**src/rtl/can_mode_pkg.sv**
```systemverilog
package can_mode_pkg;

    typedef enum logic [2:0] {
        MD_STANDBY = 3'd0,
        MD_WAKEUP  = 3'd1,
        MD_RESYNC  = 3'd2,
        MD_IDLE    = 3'd3,
        MD_TX      = 3'd4,
        MD_RX      = 3'd5,
        MD_ERROR   = 3'd6
    } mode_t;

    typedef struct packed {
        logic sof;
        logic arb_lost;
        logic tx_ok;
        logic tx_err;
        logic rx_ok;
        logic rx_err;
        logic err_done;
    } frame_evt_t;

    localparam int unsigned DEF_RUN_BITS = 11;
    localparam int unsigned DEF_RUN_SEQS = 128;

    // Where a completed frame leaves the machine
    function automatic mode_t after_frame(input logic run);
        return run ? MD_IDLE : MD_STANDBY;
    endfunction

endpackage

```
**src/rtl/can_rec_counter.sv**
```systemverilog
module can_rec_counter #(
    parameter int unsigned RUN_BITS = 11,
    parameter int unsigned RUN_SEQS = 128
) (
    input  logic clk,
    input  logic rst,
    input  logic active,
    input  logic bit_tick,
    input  logic bus_rx,
    input  logic fast,
    output logic done
);
    localparam int unsigned BW = $clog2(RUN_BITS + 1);
    localparam int unsigned SW = $clog2(RUN_SEQS + 1);

    logic [BW-1:0] bit_cnt;
    logic [SW-1:0] seq_cnt;
    logic          run_end;

    assign run_end = active && bit_tick && bus_rx && (bit_cnt == BW'(RUN_BITS - 1));
    assign done    = run_end && (fast || (seq_cnt == SW'(RUN_SEQS - 1)));

    always_ff @(posedge clk) begin
        if (rst || !active) begin
            bit_cnt <= '0;
            seq_cnt <= '0;
        end else if (bit_tick) begin
            if (!bus_rx) begin
                bit_cnt <= '0;              // dominant: restart current run only
            end else if (run_end) begin
                bit_cnt <= '0;
                seq_cnt <= seq_cnt + 1'b1;
            end else begin
                bit_cnt <= bit_cnt + 1'b1;
            end
        end
    end
endmodule

```
**src/rtl/can_wake_detect.sv**
```systemverilog
module can_wake_detect (
    input  logic clk,
    input  logic rst,
    input  logic standby,
    input  logic irq_en,
    input  logic bus_rx,
    output logic irq
);
    logic prev_rx;

    always_ff @(posedge clk) begin
        if (rst) begin
            prev_rx <= 1'b1;
            irq     <= 1'b0;
        end else begin
            prev_rx <= bus_rx;
            irq     <= standby && irq_en && prev_rx && !bus_rx;
        end
    end
endmodule

```
**src/rtl/can_mode_fsm.sv**
```systemverilog
module can_mode_fsm
    import can_mode_pkg::*;
(
    input  logic       clk,
    input  logic       rst,
    input  logic       run,
    input  logic       wake_en,
    input  logic       bus_off,
    input  logic       bit_tick,
    input  logic       tx_req,
    input  frame_evt_t evt,
    input  logic       resync_done,
    output mode_t      mode,
    output logic       drive_dom
);
    mode_t nxt;
    logic  wk_armed;

    always_comb begin
        nxt = mode;
        unique case (mode)
            MD_STANDBY: if (run) nxt = wake_en ? MD_WAKEUP : MD_RESYNC;
            MD_WAKEUP: begin
                if (!run)                       nxt = MD_STANDBY;
                else if (bit_tick && wk_armed)  nxt = MD_RESYNC;
            end
            MD_RESYNC: begin
                if (!run)             nxt = MD_STANDBY;
                else if (resync_done) nxt = MD_IDLE;
            end
            MD_IDLE: begin
                if (!run)         nxt = MD_STANDBY;
                else if (evt.sof) nxt = MD_RX;
                else if (tx_req)  nxt = MD_TX;
            end
            MD_TX: begin
                if (bus_off)           nxt = MD_RESYNC;
                else if (evt.tx_err)   nxt = MD_ERROR;
                else if (evt.arb_lost) nxt = MD_RX;
                else if (evt.tx_ok)    nxt = after_frame(run);
            end
            MD_RX: begin
                if (bus_off)         nxt = MD_RESYNC;
                else if (evt.rx_err) nxt = MD_ERROR;
                else if (evt.rx_ok)  nxt = after_frame(run);
            end
            MD_ERROR: begin
                if (bus_off)           nxt = MD_RESYNC;
                else if (evt.err_done) nxt = after_frame(run);
            end
            default: nxt = MD_STANDBY;
        endcase
    end

    always_ff @(posedge clk) begin
        if (rst) begin
            mode     <= MD_STANDBY;
            wk_armed <= 1'b0;
        end else begin
            mode     <= nxt;
            wk_armed <= (nxt == MD_WAKEUP) && (wk_armed || bit_tick);
        end
    end

    assign drive_dom = (mode == MD_WAKEUP) && wk_armed;
endmodule

```
**src/rtl/can_mode_seq.sv**
```systemverilog
module can_mode_seq
    import can_mode_pkg::*;
#(
    parameter int unsigned RUN_BITS = DEF_RUN_BITS,
    parameter int unsigned RUN_SEQS = DEF_RUN_SEQS
) (
    input  logic       clk,
    input  logic       rst,
    input  logic       run_i,
    input  logic       wake_pulse_en_i,
    input  logic       fast_sync_i,
    input  logic       bus_off_i,
    input  logic       sc_irq_en_i,
    input  logic       bus_rx_i,
    input  logic       bit_tick_i,
    input  logic       tx_req_i,
    input  logic       sof_i,
    input  logic       arb_lost_i,
    input  logic       tx_ok_i,
    input  logic       tx_err_i,
    input  logic       rx_ok_i,
    input  logic       rx_err_i,
    input  logic       err_done_i,
    output logic [2:0] mode_o,
    output logic       run_stat_o,
    output logic       drive_dom_o,
    output logic       clk_en_o,
    output logic       wake_irq_o
);
    mode_t      mode;
    frame_evt_t evt;
    logic       resync_done;
    logic       fast_ok;

    assign evt = '{sof: sof_i, arb_lost: arb_lost_i, tx_ok: tx_ok_i, tx_err: tx_err_i,
                   rx_ok: rx_ok_i, rx_err: rx_err_i, err_done: err_done_i};
    assign fast_ok = fast_sync_i && !bus_off_i;

    can_rec_counter #(.RUN_BITS(RUN_BITS), .RUN_SEQS(RUN_SEQS)) i_rec (
        .clk(clk), .rst(rst), .active(mode == MD_RESYNC), .bit_tick(bit_tick_i),
        .bus_rx(bus_rx_i), .fast(fast_ok), .done(resync_done)
    );

    can_wake_detect i_wake (
        .clk(clk), .rst(rst), .standby(mode == MD_STANDBY), .irq_en(sc_irq_en_i),
        .bus_rx(bus_rx_i), .irq(wake_irq_o)
    );

    can_mode_fsm i_fsm (
        .clk(clk), .rst(rst), .run(run_i), .wake_en(wake_pulse_en_i), .bus_off(bus_off_i),
        .bit_tick(bit_tick_i), .tx_req(tx_req_i), .evt(evt), .resync_done(resync_done),
        .mode(mode), .drive_dom(drive_dom_o)
    );

    assign mode_o     = mode;
    assign run_stat_o = (mode != MD_STANDBY);
    assign clk_en_o   = (mode != MD_STANDBY);
endmodule

```
**config.mk**
```make
export PLATFORM = sky130hd
export DESIGN_NAME = can_mode_seq
export DESIGN_NICKNAME = d
export VERILOG_FILES = /design/src/rtl/can_mode_pkg.sv /design/src/rtl/can_rec_counter.sv /design/src/rtl/can_wake_detect.sv /design/src/rtl/can_mode_fsm.sv /design/src/rtl/can_mode_seq.sv
export SDC_FILE = /design/constraint.sdc
export NUM_CORES = 1
export LEC_CHECK = 0
export BUFFER_PORTS_ARGS = -buffer_cell sky130_fd_sc_hd__clkbuf_2
export CELL_PAD_IN_SITES_DETAIL_PLACEMENT = 0
export CELL_PAD_IN_SITES_GLOBAL_PLACEMENT = 1
export CORE_MARGIN = 5
export CORE_UTILIZATION = 41
export DETAILED_ROUTE_END_ITERATION = 12
export PLACE_DENSITY_LB_ADDON = 0.2
export SKIP_CTS_REPAIR_TIMING = 1
export SLEW_MARGIN = 20
export SYNTH_ARGS = -nofsm -noshare
export SYNTH_HDL_FRONTEND = slang
export SYNTH_SLANG_ARGS = --single-unit
export TNS_END_PERCENT = 100
```
**constraint.sdc**
```tcl
create_clock -name clk -period 4.8 [get_ports clk]
set_input_delay 0.72 -clock clk [delete_from_list [all_inputs] [get_ports clk]]
set_output_delay 0.72 -clock clk [all_outputs]
set_load 0.05 [all_outputs]
```
== After elaboration in Yosys (flattened, before gate mapping) ==
Cells that the tools add are included.
Word-level totals
  output and inout port bits: 7
  word-level logic and storage cells: 59
  input bits: 17
  bits in registers: 18
Cells by class
  equal/unequal tests: 9
  add/sub/neg operators: 2
  reduce and logical (&&, ||, !) cells: 20
  multiplexer cells: 22
Operators by type and width (number)
  two-way mux 3 bit: 17
  case mux 3 bit (7 select lines): 1
  logical AND 1 bit: 11
  == test 3 bit (second input constant): 3
  adder 8 x 1 -> 8 bit (second input constant): 1
  == test 8 x 7 -> 1 bit (second input constant): 1
  two-way mux 4 bit: 2
  == test 3 x 1 -> 1 bit (second input constant): 2
  == test 3 x 2 -> 1 bit (second input constant): 2
  adder 4 x 1 -> 4 bit (second input constant): 1
  == test 4 bit (second input constant): 1
  two-way mux 2 bit: 2
  logical NOT 1 bit: 3
  logical NOT 3 bit: 1
  logical OR 1 bit: 3
  AND reduction 3 bit: 1
  nonzero test 3 bit: 1

== Longest topological paths before layout ==
  depth in word-level cells: 10
  mapped depth: 7
  mapped depth without buffers: 7

== Cells and area by module ==
From an unflattened synthesis, not the netlist that was laid out.
Second synthesis, totals
  cells, all modules: 135
  area, all modules: 1133.6 µm²
Modules (own cells, without submodules)
  can_rec_counter: seq. area each 240.2 µm², cells an instance 75, area each 660.6 µm², instances 1
  can_mode_fsm: seq. area each 80.1 µm², cells an instance 50, area each 380.4 µm², instances 1
  can_wake_detect: seq. area each 40.0 µm², cells an instance 5, area each 60.1 µm², instances 1
  can_mode_seq: seq. area each 0.0 µm², cells an instance 5, area each 32.5 µm², instances 1

== Worst setup path after synthesis ==
No wires, ideal clock.
  kind: register -> output
  start point: register i_fsm.mode[0]
  end point: output run_stat_o
  arrival: 1829 ps
  required time: 4080 ps
  stages on the path, launching flop included: 5
  slack: 2251 ps
  buffers on the path: 3
  cell sequence: dfxtp_1 -> buf_6 -> clkbuf_1 -> or3_1 -> buf_4
On the way
  word-level cells in the longest chain between the ends: 1
Ends and longest elaborated chain
  start, declared: RTL line can_mode_fsm.sv:13  | output mode_t mode,
  start signal, assigned: RTL line can_mode_fsm.sv:60  | mode <= nxt;
  nonzero test 3 bit
  end, declared: RTL line can_mode_seq.sv:25  | output logic run_stat_o,
No other way between the ends.

== Worst setup path in the final report ==
  start point: register i_fsm.mode[1]
  end point: register i_fsm.wk_armed
On the way
  word-level cells in the longest chain between the ends: 10
  elaborated cells between the ends (all ways): 31
  those cells by class: eq/ne (7); mux (18); reduce/logical (6)
Ends and longest elaborated chain
  == test 3 x 2 -> 1 bit: RTL line can_mode_fsm.sv:21, can_mode_seq.sv:40
  logical AND 1 bit (3 in a row): RTL line can_rec_counter.sv:20  | assign run_end = active && bit_tick && bus_rx && (bit_cnt == BW'(RUN_BITS - 1));
  logical AND 1 bit: RTL line can_rec_counter.sv:21  | assign done = run_end && (fast || (seq_cnt == SW'(RUN_SEQS - 1)));
  two-way mux 3 bit: RTL line can_mode_fsm.sv:29  | else if (resync_done) nxt = MD_IDLE;
  two-way mux 3 bit: RTL line can_mode_fsm.sv:28  | if (!run) nxt = MD_STANDBY;
  case mux 3 bit (7 select lines) *: RTL line can_mode_fsm.sv:21  | unique case (mode)
  == test 3 x 1 -> 1 bit *: RTL line can_mode_fsm.sv:61  | wk_armed <= (nxt == MD_WAKEUP) && (wk_armed || bit_tick);
  logical AND 1 bit *: RTL line can_mode_fsm.sv:61
  end signal, assigned: RTL line can_mode_fsm.sv:61
  end, declared: RTL line can_mode_fsm.sv:17  | logic wk_armed;
Every way passes the cells marked *; elsewhere a longest branch is shown, timed or not.
A chain may end at the register's enable or synchronous reset.

==> flow_metrics.py <==
metrics = {
    "synthesis": {
        "synth_edf_count": 0,
        "ys_ff_latch": 18,
        "synth_area_leaders": "dfxtp_1, nor2_1, xor2_1, ha_1, nand2_1",
        "syn_area_um2": 1060,
        "ys_warn_count": 0,
        "synthMostInstantiatedCell": "dfxtp_1",
        "avgSynthCellArea_um2": 8.41,
        "synth_nets": 146,
        "synth_common_cells": "dfxtp_1, nor2_1, nand2_1, inv_1, nand3_1",
        "synth_top_area_share_pct": 34.0,
        "ys_seq_area_share_pct": 34.0,
        "synth-async-reset-ratio_pct": 0,
        "synthFlopType": "dfxtp_1",
        "synth.distinct_cells": 45,
        "synth_cells": 126,
        "yosys.area.top_type": "dfxtp_1",
    },
    "job": {
        "drv_cap": 0,
    },
    "timing": {
        "fmax_mhz": 426,
        "hold_viol": 0,
        "max_slew.worst_pin.slew_ns": 0.833,
        "clock_skew_ns": 0.00141,
        "finalCritPeriodShare_pct": 48.9,
        "grt_setup_unrepaired": "false",
        "setup_viol": 0,
        "relSlewSlack_pct": 44.0,
        "finalSetupTns_ns": 0,
        "hold_ws_ns": 0.440,
        "finalCriticalPeriod_ns": 2.35,
        "maxSlewViolCount": 0,
    },
    "placed_design": {
        "placed_cells": 173,
        "dp_hpwl_um": 1760,
        "io_buffers": 23,
        "place_area_um2": 1180,
        "gp_congestion": 0.755,
    },
    "route": {
        "drtIter0Drc": 18,
        "vias_per_cell": 5.39,
        "vias": 949,
        "drc": 0,
        "drt-total-wl_um": 2260,
        "drtAntennaViolNets": 0,
        "post_drt_wl_per_cell_um": 12.8,
        "first_pass_iters": 4,
    },
    "clock_network": {
        "cts.sinks": 18,
        "clock_path_buffers": 2,
        "cts-root-buf": "clkbuf_4",
        "path_clk_slew_ns": 0.09,
        "cts_htree_levels": 1,
        "insertion_delay_ns": 0.29,
        "cts_buffers": 3,
        "cts_tree": "yes",
    },
    "floorplan": {
        "core_area_um2": 2480,
        "die_height_um": 60.8,
        "die_w_um": 60.8,
        "start_util_pct": 42.8,
        "row_count": 18,
        "fp.dieArea_um2": 3700,
        "ios": 24,
    },
    "pwr": {
        "power_density_nw_per_um2": 227,
        "total_power_mw": 0.272,
        "p_leak_nw": 0.458,
        "ir_drop_uv": 193,
    },
    "critical_path": {
        "slowest_delay_ns": 0.61,
        "crit_slowest_cell": "dfxtp_1",
        "cp-end-kind": "flip-flop",
        "worstPathRequired_ns": 5.00,
        "cp_max_fo": 14,
        "critPathLaunchType": "flip-flop",
        "path_class": "flip-flop to flip-flop",
        "crit_chain": "or3b_4, or4_4, a221oi_2, a211oi_1, nor4_2",
        "crit_arrival_ns": 2.55,
    },
    "global_route": {
        "grt_pass1_vias": 876,
        "grtUsageTotal_pct": 14.3,
        "antenna_found_initial": 0,
        "grt-ovfl-total": 0,
        "grt_max_degree": 21,
        "grt_pass1_wl_um": 3990,
    },
    "finish": {
        "regArea_um2": 360,
        "antennaDiodeCount": 0,
        "num-fill-cells": 254,
        "multiInputGateArea_um2": 639,
        "final_cells": 176,
        "design_area_um2": 1200,
        "drive_gt1_share_pct": 24.0,
        "nNetsFinal": 168,
        "areaGrowthSynthToFinish_pct": 13.3,
    },
    "worst_hold_path": {
        "min_path_type": "flip-flop to flip-flop",
    },
    "status": {
        "status": "complete, no violations",
    },
}
[final cells by class]
cell class              count  share of cell area (%)
well taps                  30                    3.13
repair buffers             23                    9.58
clock buffers               3                    1.88
multi-input cells          95                    53.2
flip-flops and latches     18                    30.0
inverters                   7                    2.19
[layer usage]
layer / global-route usage [%] / routed length, um / share of wire (%)
met3: 4.26 / 138 / 6.1
met2: 20.3 / 931 / 41
met4: 5.57 / 35 / 1.5
met5: 0 / 0 / 0
met1: 20.3 / 1160 / 51
[through the flow]
stage	util, %	worst slack (ns)
2_1_floorplan	-	2.25
4_1_cts	48.5	2.44
3_3_place_gp	47.6	2.52
6_report	48.5	2.45
5_1_grt	48.5	2.23
3_5_place_dp	47.6	2.48
[cell families after synthesis]
group / count (synthesis) / synth area share (%)
AO/OA/AOI/OAI: 24 / 16.5
XOR/XNOR: 7 / 5.79
flip-flops: 18 / 34.0
buffers and inverters: 13 / 5.67
multiplexers: 3 / 2.95
adder cells (fa/ha/maj): 3 / 3.54
AND/OR/NAND/NOR: 58 / 31.5
[registers in the layout, indices dropped and copies added, names as in the netlist]
| signal | count |
|---|---|
| i_fsm.wk_armed | 1 |
| i_wake.irq | 1 |
| i_rec.bit_cnt | 4 |
| i_rec.seq_cnt | 8 |
| i_wake.prev_rx | 1 |
| i_fsm.mode | 3 |
[final timing paths]
kind	startpoint	to	slack [ns]	depth (start not counted)
hold reg to reg	i_wake.prev_rx$_SDFF_PP1_	i_wake.irq$_SDFF_PP0_	0.44	2
setup reg to reg	i_fsm.mode[1]$_SDFF_PP0_	i_fsm.wk_armed$_SDFF_PP0_	2.45	5
setup / recovery	i_fsm.mode[1]$_SDFF_PP0_	i_fsm.wk_armed$_SDFF_PP0_	2.45	5
hold / removal	i_wake.prev_rx$_SDFF_PP1_	i_wake.irq$_SDFF_PP0_	0.44	2
[worst max-delay path, delay by kind of cell, from the launching register on]
kind / cells / cell delay (ns)
simple gates: 3 / 1.29
compound gates: 2 / 0.37
flops: 1 / 0.61
[where the power goes]
part	internal (mW)	switching, mW	total [mW]
registers	0.151	0.00424	0.155
logic	0.0172	0.0277	0.0449
clock network	0.0292	0.0429	0.0721
total	0.198	0.0748	0.272
[layout by cell type (no fill, tap or decap), types with 2 or more instances in the layout]
master,n
mux2i_1,2
nand4_1,2
nand2b_1,2
clkbuf_4,3
and2_1,2
ha_1,3
xor2_1,5
and3_1,2
nor4_2,2
a21oi_1,4
or2_2,2
nand3_1,6
a31oi_1,2
nand2_1,9
nor3_1,4
o211ai_1,2
a2bb2oi_1,2
dfxtp_1,18
xnor2_1,2
nor2_1,13
a211oi_1,3
nor2b_1,2
o21ai_0,2
nand4b_1,2
o31ai_1,2
inv_1,7
clkbuf_2,23
or3_1,2
(Power assumes the default switching activity.)
